[src/rtl/hdr_pkg.sv]
package hdr_pkg;
    typedef enum logic [1:0] {
        KIND_SYNC = 2'd0,
        KIND_MARK = 2'd1,
        KIND_DATA = 2'd2
    } nib_kind_t;

    typedef enum logic [2:0] {
        ST_IDLE,
        ST_SYNC,
        ST_SMARK,
        ST_BODY,
        ST_EMARK,
        ST_TOFF
    } hdr_state_t;

    localparam int START_MARKS = 3;
    localparam int BODY_BYTES  = 5;
    localparam int END_MARKS   = 2;
endpackage

[src/rtl/hdr_fsm.sv]
module hdr_fsm
    import hdr_pkg::*;
#(
    parameter int SYNC_W        = 11,
    parameter int SYNC_TRK_LEN  = 1536
) (
    input  logic              clk,
    input  logic              rst_n,
    input  logic              start,
    input  logic              sync_track,
    input  logic [SYNC_W-1:0] sync_len,
    input  logic              hs,
    input  logic              underrun,
    output hdr_state_t        state,
    output logic [SYNC_W-1:0] idx,
    output logic              busy,
    output logic              load,
    output logic              done,
    output logic              err
);
    localparam logic [SYNC_W-1:0] ONE     = SYNC_W'(1);
    localparam logic [SYNC_W-1:0] LAST_SM = SYNC_W'(START_MARKS - 1);
    localparam logic [SYNC_W-1:0] LAST_BD = SYNC_W'(BODY_BYTES - 1);
    localparam logic [SYNC_W-1:0] LAST_EM = SYNC_W'(END_MARKS - 1);
    localparam logic [SYNC_W-1:0] TRK_LEN = SYNC_W'(SYNC_TRK_LEN);

    hdr_state_t        nxt;
    logic [SYNC_W-1:0] nidx, sync_tot, ntot;

    always_ff @(posedge clk) begin
        if (!rst_n) begin
            state    <= ST_IDLE;
            idx      <= '0;
            sync_tot <= '0;
        end else begin
            state    <= nxt;
            idx      <= nidx;
            sync_tot <= ntot;
        end
    end

    always_comb begin
        nxt  = state;
        nidx = idx;
        ntot = sync_tot;
        load = 1'b0;
        unique case (state)
            ST_IDLE: if (start) begin
                load = 1'b1;
                nidx = '0;
                ntot = sync_track ? TRK_LEN : sync_len;
                nxt  = (ntot == '0) ? ST_SMARK : ST_SYNC;
            end
            ST_SYNC: if (hs) begin
                if (idx == sync_tot - ONE) begin nxt = ST_SMARK; nidx = '0; end
                else nidx = idx + ONE;
            end
            ST_SMARK: if (hs) begin
                if (idx == LAST_SM) begin nxt = ST_BODY; nidx = '0; end
                else nidx = idx + ONE;
            end
            ST_BODY: if (hs) begin
                if (idx == LAST_BD) begin nxt = ST_EMARK; nidx = '0; end
                else nidx = idx + ONE;
            end
            ST_EMARK: if (hs) begin
                if (idx == LAST_EM) begin nxt = ST_TOFF; nidx = '0; end
                else nidx = idx + ONE;
            end
            ST_TOFF: if (hs) begin
                nxt  = ST_IDLE;
                nidx = '0;
            end
            default: nxt = ST_IDLE;
        endcase
        if (state != ST_IDLE && underrun) begin
            nxt  = ST_IDLE;
            nidx = '0;
        end
    end

    always_comb busy = (state != ST_IDLE);

    always_ff @(posedge clk) begin
        if (!rst_n) begin
            done <= 1'b0;
            err  <= 1'b0;
        end else begin
            done <= (state == ST_TOFF) && hs;
            err  <= busy && underrun;
        end
    end


    done_pulse_chk: assert property (@(posedge clk) disable iff (!rst_n)
        done |=> !done);


    done_err_excl_chk: assert property (@(posedge clk) disable iff (!rst_n)
        !(done && err));
endmodule

[src/rtl/hdr_body.sv]
module hdr_body #(
    parameter int W            = 8,
    parameter int TRK_FLAG_BIT = 6
) (
    input  logic         clk,
    input  logic         rst_n,
    input  logic         load,
    input  logic [W-1:0] track,
    input  logic [W-1:0] sector,
    input  logic [W-1:0] side,
    input  logic [W-1:0] fmt,
    input  logic [2:0]   sel,
    output logic [W-1:0] body_byte
);
    logic [W-1:0] r_trk, r_sec, r_side, r_fmt, csum;

    always_ff @(posedge clk) begin
        if (!rst_n) begin
            r_trk  <= '0;
            r_sec  <= '0;
            r_side <= '0;
            r_fmt  <= '0;
        end else if (load) begin
            r_trk  <= track;
            r_sec  <= sector;
            r_side <= side | {{(W-1){1'b0}}, track[TRK_FLAG_BIT]};
            r_fmt  <= fmt;
        end
    end

    always_comb csum = r_trk ^ r_sec ^ r_side ^ r_fmt;

    always_comb begin
        unique case (sel)
            3'd0:    body_byte = r_trk;
            3'd1:    body_byte = r_sec;
            3'd2:    body_byte = r_side;
            3'd3:    body_byte = r_fmt;
            default: body_byte = csum;
        endcase
    end


    side_flag_chk: assert property (@(posedge clk) disable iff (!rst_n)
        (load && track[TRK_FLAG_BIT]) |=> r_side[0]);
endmodule

[src/rtl/hdr_underrun.sv]
module hdr_underrun #(
    parameter int NIB_CYCLES = 8
) (
    input  logic clk,
    input  logic rst_n,
    input  logic load,
    input  logic valid,
    input  logic ready,
    output logic underrun
);
    localparam int CW = $clog2(NIB_CYCLES + 1);
    localparam logic [CW-1:0] LIMIT = CW'(NIB_CYCLES - 1);

    logic [CW-1:0] cnt;
    logic          armed;

    always_ff @(posedge clk) begin
        if (!rst_n || load) begin
            cnt   <= '0;
            armed <= 1'b0;
        end else if (valid && ready) begin
            cnt   <= '0;
            armed <= 1'b1;
        end else if (valid && armed && cnt != LIMIT) begin
            cnt <= cnt + CW'(1);
        end
    end

    always_comb underrun = armed && valid && !ready && (cnt == LIMIT);


    underrun_stall_chk: assert property (@(posedge clk) disable iff (!rst_n)
        underrun |-> (valid && !ready));
endmodule

[src/rtl/hdr_addr_writer.sv]
module hdr_addr_writer
    import hdr_pkg::*;
#(
    parameter int          SYNC_W       = 11,
    parameter int          NIB_CYCLES   = 8,
    parameter int          SYNC_TRK_LEN = 1536,
    parameter logic [7:0]  SYNC_BYTE    = 8'hFF,
    parameter logic [7:0]  SMARK0       = 8'hD5,
    parameter logic [7:0]  SMARK1       = 8'hAA,
    parameter logic [7:0]  SMARK2       = 8'h96,
    parameter logic [7:0]  EMARK0       = 8'hDE,
    parameter logic [7:0]  EMARK1       = 8'hAA,
    parameter logic [7:0]  TURNOFF      = 8'hFF
) (
    input  logic              clk,
    input  logic              rst_n,
    input  logic              start,
    input  logic [7:0]        track,
    input  logic [7:0]        sector,
    input  logic [7:0]        side,
    input  logic [7:0]        fmt,
    input  logic [SYNC_W-1:0] sync_len,
    input  logic              sync_track,
    output logic              nib_valid,
    input  logic              nib_ready,
    output logic [7:0]        nib_data,
    output logic [1:0]        nib_kind,
    output logic              done,
    output logic              hdr_err
);
    hdr_state_t        state;
    logic [SYNC_W-1:0] idx;
    logic              busy, load, hs, underrun;
    logic [7:0]        body_byte;

    always_comb hs = busy && nib_ready;

    hdr_fsm #(.SYNC_W(SYNC_W), .SYNC_TRK_LEN(SYNC_TRK_LEN)) u_fsm (
        .clk(clk), .rst_n(rst_n), .start(start), .sync_track(sync_track),
        .sync_len(sync_len), .hs(hs), .underrun(underrun), .state(state),
        .idx(idx), .busy(busy), .load(load), .done(done), .err(hdr_err)
    );

    hdr_body #(.W(8), .TRK_FLAG_BIT(6)) u_body (
        .clk(clk), .rst_n(rst_n), .load(load), .track(track), .sector(sector),
        .side(side), .fmt(fmt), .sel(idx[2:0]), .body_byte(body_byte)
    );

    hdr_underrun #(.NIB_CYCLES(NIB_CYCLES)) u_urun (
        .clk(clk), .rst_n(rst_n), .load(load), .valid(busy),
        .ready(nib_ready), .underrun(underrun)
    );

    always_comb begin
        nib_valid = busy;
        nib_data  = 8'h00;
        nib_kind  = KIND_SYNC;
        unique case (state)
            ST_IDLE:  begin nib_data = 8'h00;     nib_kind = KIND_SYNC; end
            ST_SYNC:  begin nib_data = SYNC_BYTE; nib_kind = KIND_SYNC; end
            ST_SMARK: begin
                nib_kind = KIND_MARK;
                nib_data = (idx[1:0] == 2'd0) ? SMARK0 :
                           (idx[1:0] == 2'd1) ? SMARK1 : SMARK2;
            end
            ST_BODY:  begin nib_data = body_byte; nib_kind = KIND_DATA; end
            ST_EMARK: begin
                nib_kind = KIND_MARK;
                nib_data = idx[0] ? EMARK1 : EMARK0;
            end
            ST_TOFF:  begin nib_data = TURNOFF;   nib_kind = KIND_MARK; end
            default:  begin nib_data = 8'h00;     nib_kind = KIND_SYNC; end
        endcase
    end


    hold_on_stall_chk: assert property (@(posedge clk) disable iff (!rst_n)
        (nib_valid && !nib_ready && !underrun) |=>
            (nib_valid && $stable(nib_data) && $stable(nib_kind)));


    err_idle_chk: assert property (@(posedge clk) disable iff (!rst_n)
        hdr_err |-> !nib_valid);


    done_after_toff_chk: assert property (@(posedge clk) disable iff (!rst_n)
        done |-> $past(nib_kind == KIND_MARK && nib_data == TURNOFF && nib_ready));


    kind_legal_chk: assert property (@(posedge clk) disable iff (!rst_n)
        nib_valid |-> (nib_kind != 2'd3));
endmodule

[config.mk]
export PLATFORM = sky130hd
export DESIGN_NAME = hdr_addr_writer
export DESIGN_NICKNAME = d
export VERILOG_FILES = /design/src/rtl/hdr_pkg.sv /design/src/rtl/hdr_fsm.sv /design/src/rtl/hdr_body.sv /design/src/rtl/hdr_underrun.sv /design/src/rtl/hdr_addr_writer.sv
export SDC_FILE = /design/constraint.sdc
export NUM_CORES = 1
export LEC_CHECK = 0
export ABC_AREA = 1
export BUFFER_PORTS_ARGS = -buffer_cell sky130_fd_sc_hd__buf_2
export CORE_MARGIN = 3
export CORE_UTILIZATION = 29
export CTS_CLUSTER_DIAMETER = 40
export DETAILED_ROUTE_END_ITERATION = 10
export PLACE_DENSITY_LB_ADDON = 0.15
export SETUP_SLACK_MARGIN = 0.3
export SYNTH_ARGS = -nofsm -noshare
export SYNTH_HDL_FRONTEND = slang
export SYNTH_SLANG_ARGS = --single-unit
[constraint.sdc]
create_clock -name clk -period 2.1 [get_ports clk]
set_input_delay 0.42 -clock clk [delete_from_list [all_inputs] [get_ports clk]]
set_output_delay 0.42 -clock clk [all_outputs]
set_load 0.01 [all_outputs]
==> results.json, run 1 <==
{
  "outcome": "complete, but fails checks",
  "violations": "negative setup slack",
  "worstSetupStartpointType": "flop",
  "max_slew.worst_pin.slew_ps": 370.0,
  "final-max-slew-violation-count": 0,
  "n_fill_cell": 1391,
  "timing.critical_path.to_type": "output port",
  "cts_tree": "yes",
  "post-route-cell-area_sq_um": 5283,
  "routed_wire_length_per_instance_um": 14.46,
  "post_route_cells_drive_above_1_share_pct": 32.04,
  "grt.met1_usage_pct": 21.57,
  "synth_top_cells_by_count": "117 x nand2_1, 71 x inv_1, 64 x dfxtp_1",
  "detailedRoute.firstPassIterationCount": 5,
  "antenna_violating_nets_post_route": 0,
  "post_synth_xor_area_fraction_pct": 6.906,
  "yosysUniqueCellTypes": 39,
  "syn-instance-count": 570,
  "postSynthRegisterBits": 64,
  "layout.area.seq_sq_um": 1299,
  "synth_area_per_cell_sq_um": 6.675,
  "setup_viol_count_final": 8,
  "final_critical_path_share_of_the_clock_period_pct": 112.7,
  "period_needed_ps": 2366,
  "timing.max_cap.violations": 0,
  "cpMostUsedCell": "ha_4",
  "floorplan.initialDensity_pct": 29.91,
  "fin_util_pct": 41.52,
  "drt-total-wl_mm": 12.15,
  "vias": 4001,
  "place_worst_setup_slack_ps": -11.28,
  "yosys-top-cells-area": "dfxtp_1 34%, nand2_1 12%, a21oi_1 8.0%",
  "first_global_vias": 4117,
  "compound_gate_portion_of_the_synthesized_area_pct": 19.63,
  "global_route.overflow_total": 0,
  "path_max_fanout": 13,
  "postSynth.topFlopCell": "dfxtp_1",
  "drc": 0,
  "worstPathBufferInverterCount": 2,
  "worstSkewPairLatency_ps": 330,
  "synthDominantCellAreaShare_pct": 33.67,
  "yosys_warnings": 0,
  "grt_pass1_wl_mm": 20.02,
  "tritoncts_num_sinks": 64,
  "critical_path.top_delay_family": "simple AND/OR/NAND/NOR gates",
  "hold_viol_final": 0,
  "largest_net_degree_at_the_start_of_global_routing": 28,
  "fp.dieArea_sq_um": 14530,
  "synthMuxAreaShare_pct": 0,
  "synth_simple_gate_area_share_pct": 27.46,
  "hpwlAfterDp_mm": 9.278,
  "placement_rows": 41,
  "cts-buffers-inserted": 9,
  "grt_usage_pct": 17.26,
  "peakVddDrop_v": 0.0006650,
  "grt_antenna_before_repair": 0,
  "ioPinCount": 61,
  "synth.yosys.seq_area_share_pct": 33.67,
  "fp.coreArea_sq_um": 12720,
  "timing.critical_path.required_ps": 1680,
  "synthesized_area_fraction_occupied_by_adder_cells_pct": 2.631,
  "hold_path.class": "in2reg",
  "cts-root-to-sink-buffers": 2,
  "asyncSetResetFlopFracSynth_pct": 0,
  "power.static_leakage_nw": 2.271,
  "routability_congestion": 0.8572,
  "synth-edff-count": 0,
  "numPortBuffers": 60,
  "drt_iter0_markers": 149,
  "worst_slew_margin_relative_to_its_limit_pct": 75.13,
  "synth_top_cell_by_area": "dfxtp_1",
  "clk_transition_reported_paths_ps": 60,
  "ctsHtreeMaxLevel": 3,
  "critPathKind": "reg2out",
  "syn-num-nets": 626,
  "cpPeakStageDelay_ps": 370,
  "fin_hold_ws_ps": 300.1,
  "finalClockSkew_ps": 4.776,
  "global_route.usage.met2_pct": 30.60,
  "timing.critical_path.cells": "ha_4 -> ha_4 -> nor2_4 -> and3_4 -> inv_8 -> a21oi_2 -> o21ai_1 -> nand3_1 -> nand3_2 -> buf_6",
  "viasPerCell": 4.763,
  "final_critical_path_setup_slack_ps": -266.1,
  "die_width_um": 120.5,
  "synthMostInstantiatedCell": "nand2_1",
  "multiInputGateArea_sq_um": 2505,
  "rsz_0062_raised_after_global_routing": "true",
  "root_buffer": "clkbuf_16",
  "critical-path-slowest-cell": "dfxtp_4",
  "max_freq_mhz": 422.6,
  "dieHeight_um": 120.5,
  "combinational_family_with_the_most_area_after_synthesis": "simple AND/OR/NAND/NOR gates",
  "synthToLayoutAreaGrowth_pct": 38.84,
  "arrival_ps": 1950,
  "grt.met3_usage_pct": 3.134,
  "placed_area_sq_um": 4558,
  "antenna-diode-count": 0,
  "layoutNonFillerInstCount": 840,
  "cellPowerDensity_nw_per_um2": 1305,
  "post_synth_instance_area_sq_um": 3805,
  "numPlacedInstances": 813,
  "grt_busiest_layer": "met2",
  "design.final.nets": 719
}
logic make-up after synthesis:
family | count (synthesis)
AOI/OAI and AO/OA | 131
xor gates and xnor gates | 30
adders and majority gates | 8
buffers and inverters | 96
DFF | 64
and+or+nand+nor | 241
worst reg2reg max path, stage by stage, from the launching register on:
cell     delay (ps)
dfxtp_4         370
nor2_2          140
nor2_1           70
inv_2            90
nand3_2          90
a21oi_4         220
o21ai_2         100
nor2_2          180
inv_2           150
nor2_1          210
nand2_4          60
a21oi_2         120
final cells by class:
type | count | share of cell area (%)
well taps | 172 | 4.074
inverters | 79 | 6.040
multi-input cells | 411 | 47.42
clock buffers | 11 | 4.784
repair buffers | 98 | 11.89
flip-flops and latches | 64 | 24.59
clock inverters | 5 | 1.208
cell usage in the layout (no fill, tap or decap), types with 6 or more instances in the layout:
cell type and instances:
nand2_1 94, o21ai_0 28, nor2_2 10, buf_6 6, a21oi_2 14, o211ai_1 6, nor3_1 10, nand2_4 11
o21ai_1 6, buf_4 34, a21oi_1 47, nand2_2 12, dfxtp_1 56, o22ai_1 13, buf_2 57, a211oi_1 6
xnor2_1 11, inv_1 60, nand4_1 7, xor2_1 19, inv_2 13, clkbuf_16 9, nor2_1 41, nand3_1 36
what timing repair did:
| action | in CTS | in global routing |
|---|---|---|
| pin swaps | 17 | 8 |
| setup endpoints to repair | 39 | 34 |
| hold buffers | 0 | 0 |
| resized for setup | 54 | 39 |
| buffers inserted | 9 | 1 |
| cloned | 1 | 0 |
metrics by stage:
stage / power, W / TNS (ps)
6_report: 0.006896 / -1862
5_1_grt: 0.007434 / -2820
4_1_cts: 0.006724 / -2087
3_5_place_dp: 0.004700 / -11.28
3_3_place_gp: 0.004702 / 0
2_1_floorplan: 0.003741 / 0
state kept, by name, summed over array words and instances, names as in the netlist:
name,flops
u_body.r_side,8
u_urun.armed,1
u_fsm.err,1
u_urun.cnt,4
u_body.r_sec,8
u_fsm.idx,11
u_body.r_trk,8
u_body.r_fmt,8
u_fsm.state,3
u_fsm.sync_tot,11
u_fsm.done,1
power breakdown:
part	internal, W	switching (W)	leakage (nW)
sequential	0.00147	0.000256	0.528
combinational	0.00141	0.00220	1.59
clock	0.000991	0.000571	0.152
routing by layer:
layer | wire [um] | share of wire (%)
met5 | 0 | 0
met4 | 129 | 1.1
met3 | 417 | 3.4
met2 | 5952 | 49
met1 | 5649 | 46
worst paths after layout:
kind	startpoint	endpoint	slack, ps	cells past startpoint
setup / recovery	u_fsm.idx[0]$_SDFFE_PP0P_	nib_data[0]	-270	10
hold / removal	nib_ready	u_fsm.err$_SDFF_PN0_	300	2
setup reg to reg	u_fsm.state[2]$_SDFFE_PP0P_	u_fsm.idx[8]$_SDFFE_PP0P_	220	11
hold reg to reg	u_urun.armed$_SDFFE_PP0P_	u_urun.armed$_SDFFE_PP0P_	460	2
(Power assumes the default switching activity.)
==> inputs of run 2 (changes only) <==
- SYNTH_HIERARCHICAL: not set -> 1
==> results.json, run 2 <==
{
  "outcome": "complete, but fails checks",
  "violations": "negative setup slack",
  "post_route_cells_drive_above_1_share_pct": 29.82,
  "cts-root-to-sink-buffers": 2,
  "worstSkewPairLatency_ps": 340,
  "switching_power_w": 0.003628,
  "timing.critical_path.cells": "buf_12 -> nor2_8 -> nand3_1 -> nand2_1 -> nor2_1 -> nand2_1 -> nand3_1 -> nand2_1 -> nor2_1 -> nor2_1 -> buf_2",
  "die_width_um": 133.6,
  "root_buffer": "clkbuf_16",
  "rsz_0062_raised_after_global_routing": "true",
  "p_total_w": 0.007965,
  "reg2reg_depth": 11,
  "postSynthRegisterBits": 64,
  "grt_pass1_wl_mm": 22.71,
  "post-route-cell-area_sq_um": 6085,
  "hold_end": "u_body/r_fmt[7]$_SDFFE_PN0P_",
  "cts-buffers-inserted": 9,
  "hold_viol_final": 0,
  "worstSetupStartpointType": "flop",
  "tritoncts_num_sinks": 64,
  "final-max-slew-violation-count": 0,
  "timing.setup.tns_ps": -77.04,
  "r2r_end": "u_fsm/state[0]$_SDFFE_PP0P_",
  "switching_share_pct": 45.54,
  "worst_slew_margin_relative_to_its_limit_pct": 77.84,
  "drt-total-wl_mm": 13.75,
  "rr_startpoint": "u_fsm/idx[1]$_SDFFE_PP0P_",
  "clk_transition_reported_paths_ps": 60,
  "period_needed_ps": 2140,
  "design.final.nets": 877,
  "yosys_warnings": 6,
  "p_comb_share_pct": 55.3,
  "antenna_violating_nets_post_route": 0,
  "max_freq_mhz": 467.3,
  "floorplan.initialDensity_pct": 30.36,
  "vias": 4812,
  "cpPeakStageDelay_ps": 350,
  "synthMostInstantiatedCell": "nand2_1",
  "final_critical_path_setup_slack_ps": -39.92,
  "routed_wire_length_per_instance_um": 13.27,
  "pint_w": 0.004338,
  "timing.critical_path.to_type": "output port",
  "synth.yosys.seq_area_share_pct": 27.15,
  "syn-instance-count": 737,
  "placement_rows": 45,
  "hold-path-cell-count": 3,
  "drc": 0,
  "peakVddDrop_v": 0.0005886,
  "detailedRoute.firstPassIterationCount": 4,
  "first_global_vias": 4616,
  "viasPerCell": 4.645,
  "synth-edff-count": 0,
  "hold_path.class": "in2reg",
  "power.static_leakage_nw": 2.827,
  "asyncSetResetFlopFracSynth_pct": 0,
  "timing.hold.worst.start": "fmt[7]",
  "setup_viol_count_final": 5,
  "final_critical_path_share_of_the_clock_period_pct": 101.9,
  "yosysUniqueCellTypes": 45,
  "antenna-diode-count": 0,
  "synthToLayoutAreaGrowth_pct": 28.96,
  "largest_net_degree_at_the_start_of_global_routing": 39,
  "n_fill_cell": 1703,
  "hpwlAfterDp_mm": 9.903,
  "routability_congestion": 0.8609,
  "timing.max_cap.violations": 0,
  "largestRegisters": "u_fsm/idx x11, u_fsm/sync_tot x11",
  "post_synth_instance_area_sq_um": 4718,
  "ioPinCount": 61,
  "fin_util_pct": 39.15,
  "numPortBuffers": 60,
  "fp.coreArea_sq_um": 15540,
  "drt_iter0_markers": 259,
  "regToRegSetupSlack_ps": 260,
  "ctsHtreeMaxLevel": 3,
  "finalClockSkew_ps": 4.986,
  "postSynth.topFlopCell": "dfxtp_1",
  "fp.dieArea_sq_um": 17840,
  "yosys-top-cells-area": "dfxtp_1 27%, nand2_1 19%, inv_1 5.5%",
  "cellPowerDensity_nw_per_um2": 1309,
  "mostFrequentLayoutCell": "nand2_1",
  "max_slew.worst_pin.slew_ps": 329.0,
  "global_route.overflow_total": 0,
  "critical-path-slowest-cell": "dfxtp_4",
  "synth_area_per_cell_sq_um": 6.402,
  "arrival_ps": 1720,
  "syn-num-nets": 793,
  "seq_power_share_pct": 25.1,
  "synth_top_cells_by_count": "235 x nand2_1, 69 x inv_1, 64 x dfxtp_1",
  "synthDominantCellAreaShare_pct": 27.15,
  "clock_power_share_pct": 19.7,
  "dieHeight_um": 133.6,
  "commonest_non_fill_non_tap_cells_in_the_layout": "227 x nand2_1, 66 x inv_1, 57 x buf_2",
  "synth_top_cell_by_area": "dfxtp_1",
  "placed_area_sq_um": 5270,
  "cts_tree": "yes",
  "critPathKind": "reg2out",
  "grt_antenna_before_repair": 0,
  "path_max_fanout": 8,
  "timing.critical_path.required_ps": 1680,
  "grt_usage_pct": 15.73
}
-- run 2: cell types whose count changed in the layout (fill, tap and decap cells not counted), moves of 8 or more --
cell / change
nand2_4: -10
o22ai_1: -13
buf_4: -8
nand4_1: +15
nand3_2: +20
nand2_1: +133
-- run 2: worst max-delay path by stage --
stage | slack [ps] | from | depth (start not counted) | to
after global placement | 130 | u_fsm/idx[2]$_SDFFE_PP0P_ | 10 | nib_data[5]
after global routing | -170 | u_fsm/idx[1]$_SDFFE_PP0P_ | 11 | nib_data[4]
after detailed placement | 120 | u_fsm/idx[2]$_SDFFE_PP0P_ | 10 | nib_data[5]
final | -40 | u_fsm/idx[1]$_SDFFE_PP0P_ | 11 | nib_data[0]
after floorplan | 220 | u_fsm/state[2]$_SDFFE_PP0P_ | 15 | u_fsm/idx[2]$_SDFFE_PP0P_
after CTS | -50 | u_fsm/idx[1]$_SDFFE_PP0P_ | 11 | nib_data[5]
-- run 2: timing repair --
action / in CTS / in global routing
gates resized for setup: 39 / 50
cloned: 3 / 0
pin swaps: 28 / 38
hold buffers: 0 / 0
buffers inserted: 14 / 5
setup endpoints to repair: 43 / 34
-- run 2: layout make-up --
class	instances	area [sq um]	area share, %
multi-input combinational	553	3089	50.77
sequential	64	1311	21.55
timing repair buffer	100	735.7	12.09
inverter	93	377.9	6.210
clock buffer	12	266.5	4.380
tap	211	264.0	4.339
clock inverter	3	40.04	0.6580
-- run 2: metrics by stage --
stage / setup slack, ps / hold WS (ps) / instances
floorplan: 215.6 / 452.3 / 737
global placement: 125.6 / 471.3 / 999
detailed placement: 117.4 / 478.6 / 999
CTS: -51.16 / 341.0 / 1031
global route: -169.3 / 352.9 / 1036
finish: -39.92 / 355.3 / 1036
-- run 2: cells by family (layout without fill, tap and decap cells) --
| group | Yosys count | count (layout) | synth area share [%] |
|---|---|---|---|
| buffers and inverters | 122 | 208 | 12.07 |
| flip-flops | 64 | 64 | 27.15 |
| AND/OR/NAND/NOR | 416 | 418 | 41.90 |
| XOR/XNOR | 16 | 16 | 2.970 |
| adder cells (fa/ha/maj) | 8 | 8 | 2.122 |
| AO/OA/AOI/OAI | 111 | 111 | 13.79 |
-- run 2: worst max-delay path: cells and delay by family (launching register included) --
family | cells | cell delay (ps)
buf+inv | 2 | 290
flops | 1 | 350
simple gates | 9 | 740
-- run 2: layer usage --
layer / part of all wire [%] / vias to the layer above / GRT usage, %
met3: 3.8 / 21 / 3.588
met1: 48 / 2155 / 20.08
met4: 2.6 / 0 / 6.114
met5: 0 / - / 0
met2: 46 / 89 / 25.79
li1: - / 2547 / -
-- run 2: power by group through the flow --
stage / Combinational (W) / Clock (W) / Sequential (W)
final: 0.00440 / 0.00157 / 0.00200
after global routing: 0.00498 / 0.00166 / 0.00205
after CTS: 0.00412 / 0.00162 / 0.00196
after detailed placement: 0.00379 / 0 / 0.00196
after global placement: 0.00381 / 0 / 0.00197
after floorplan: 0.00295 / 0 / 0.00187
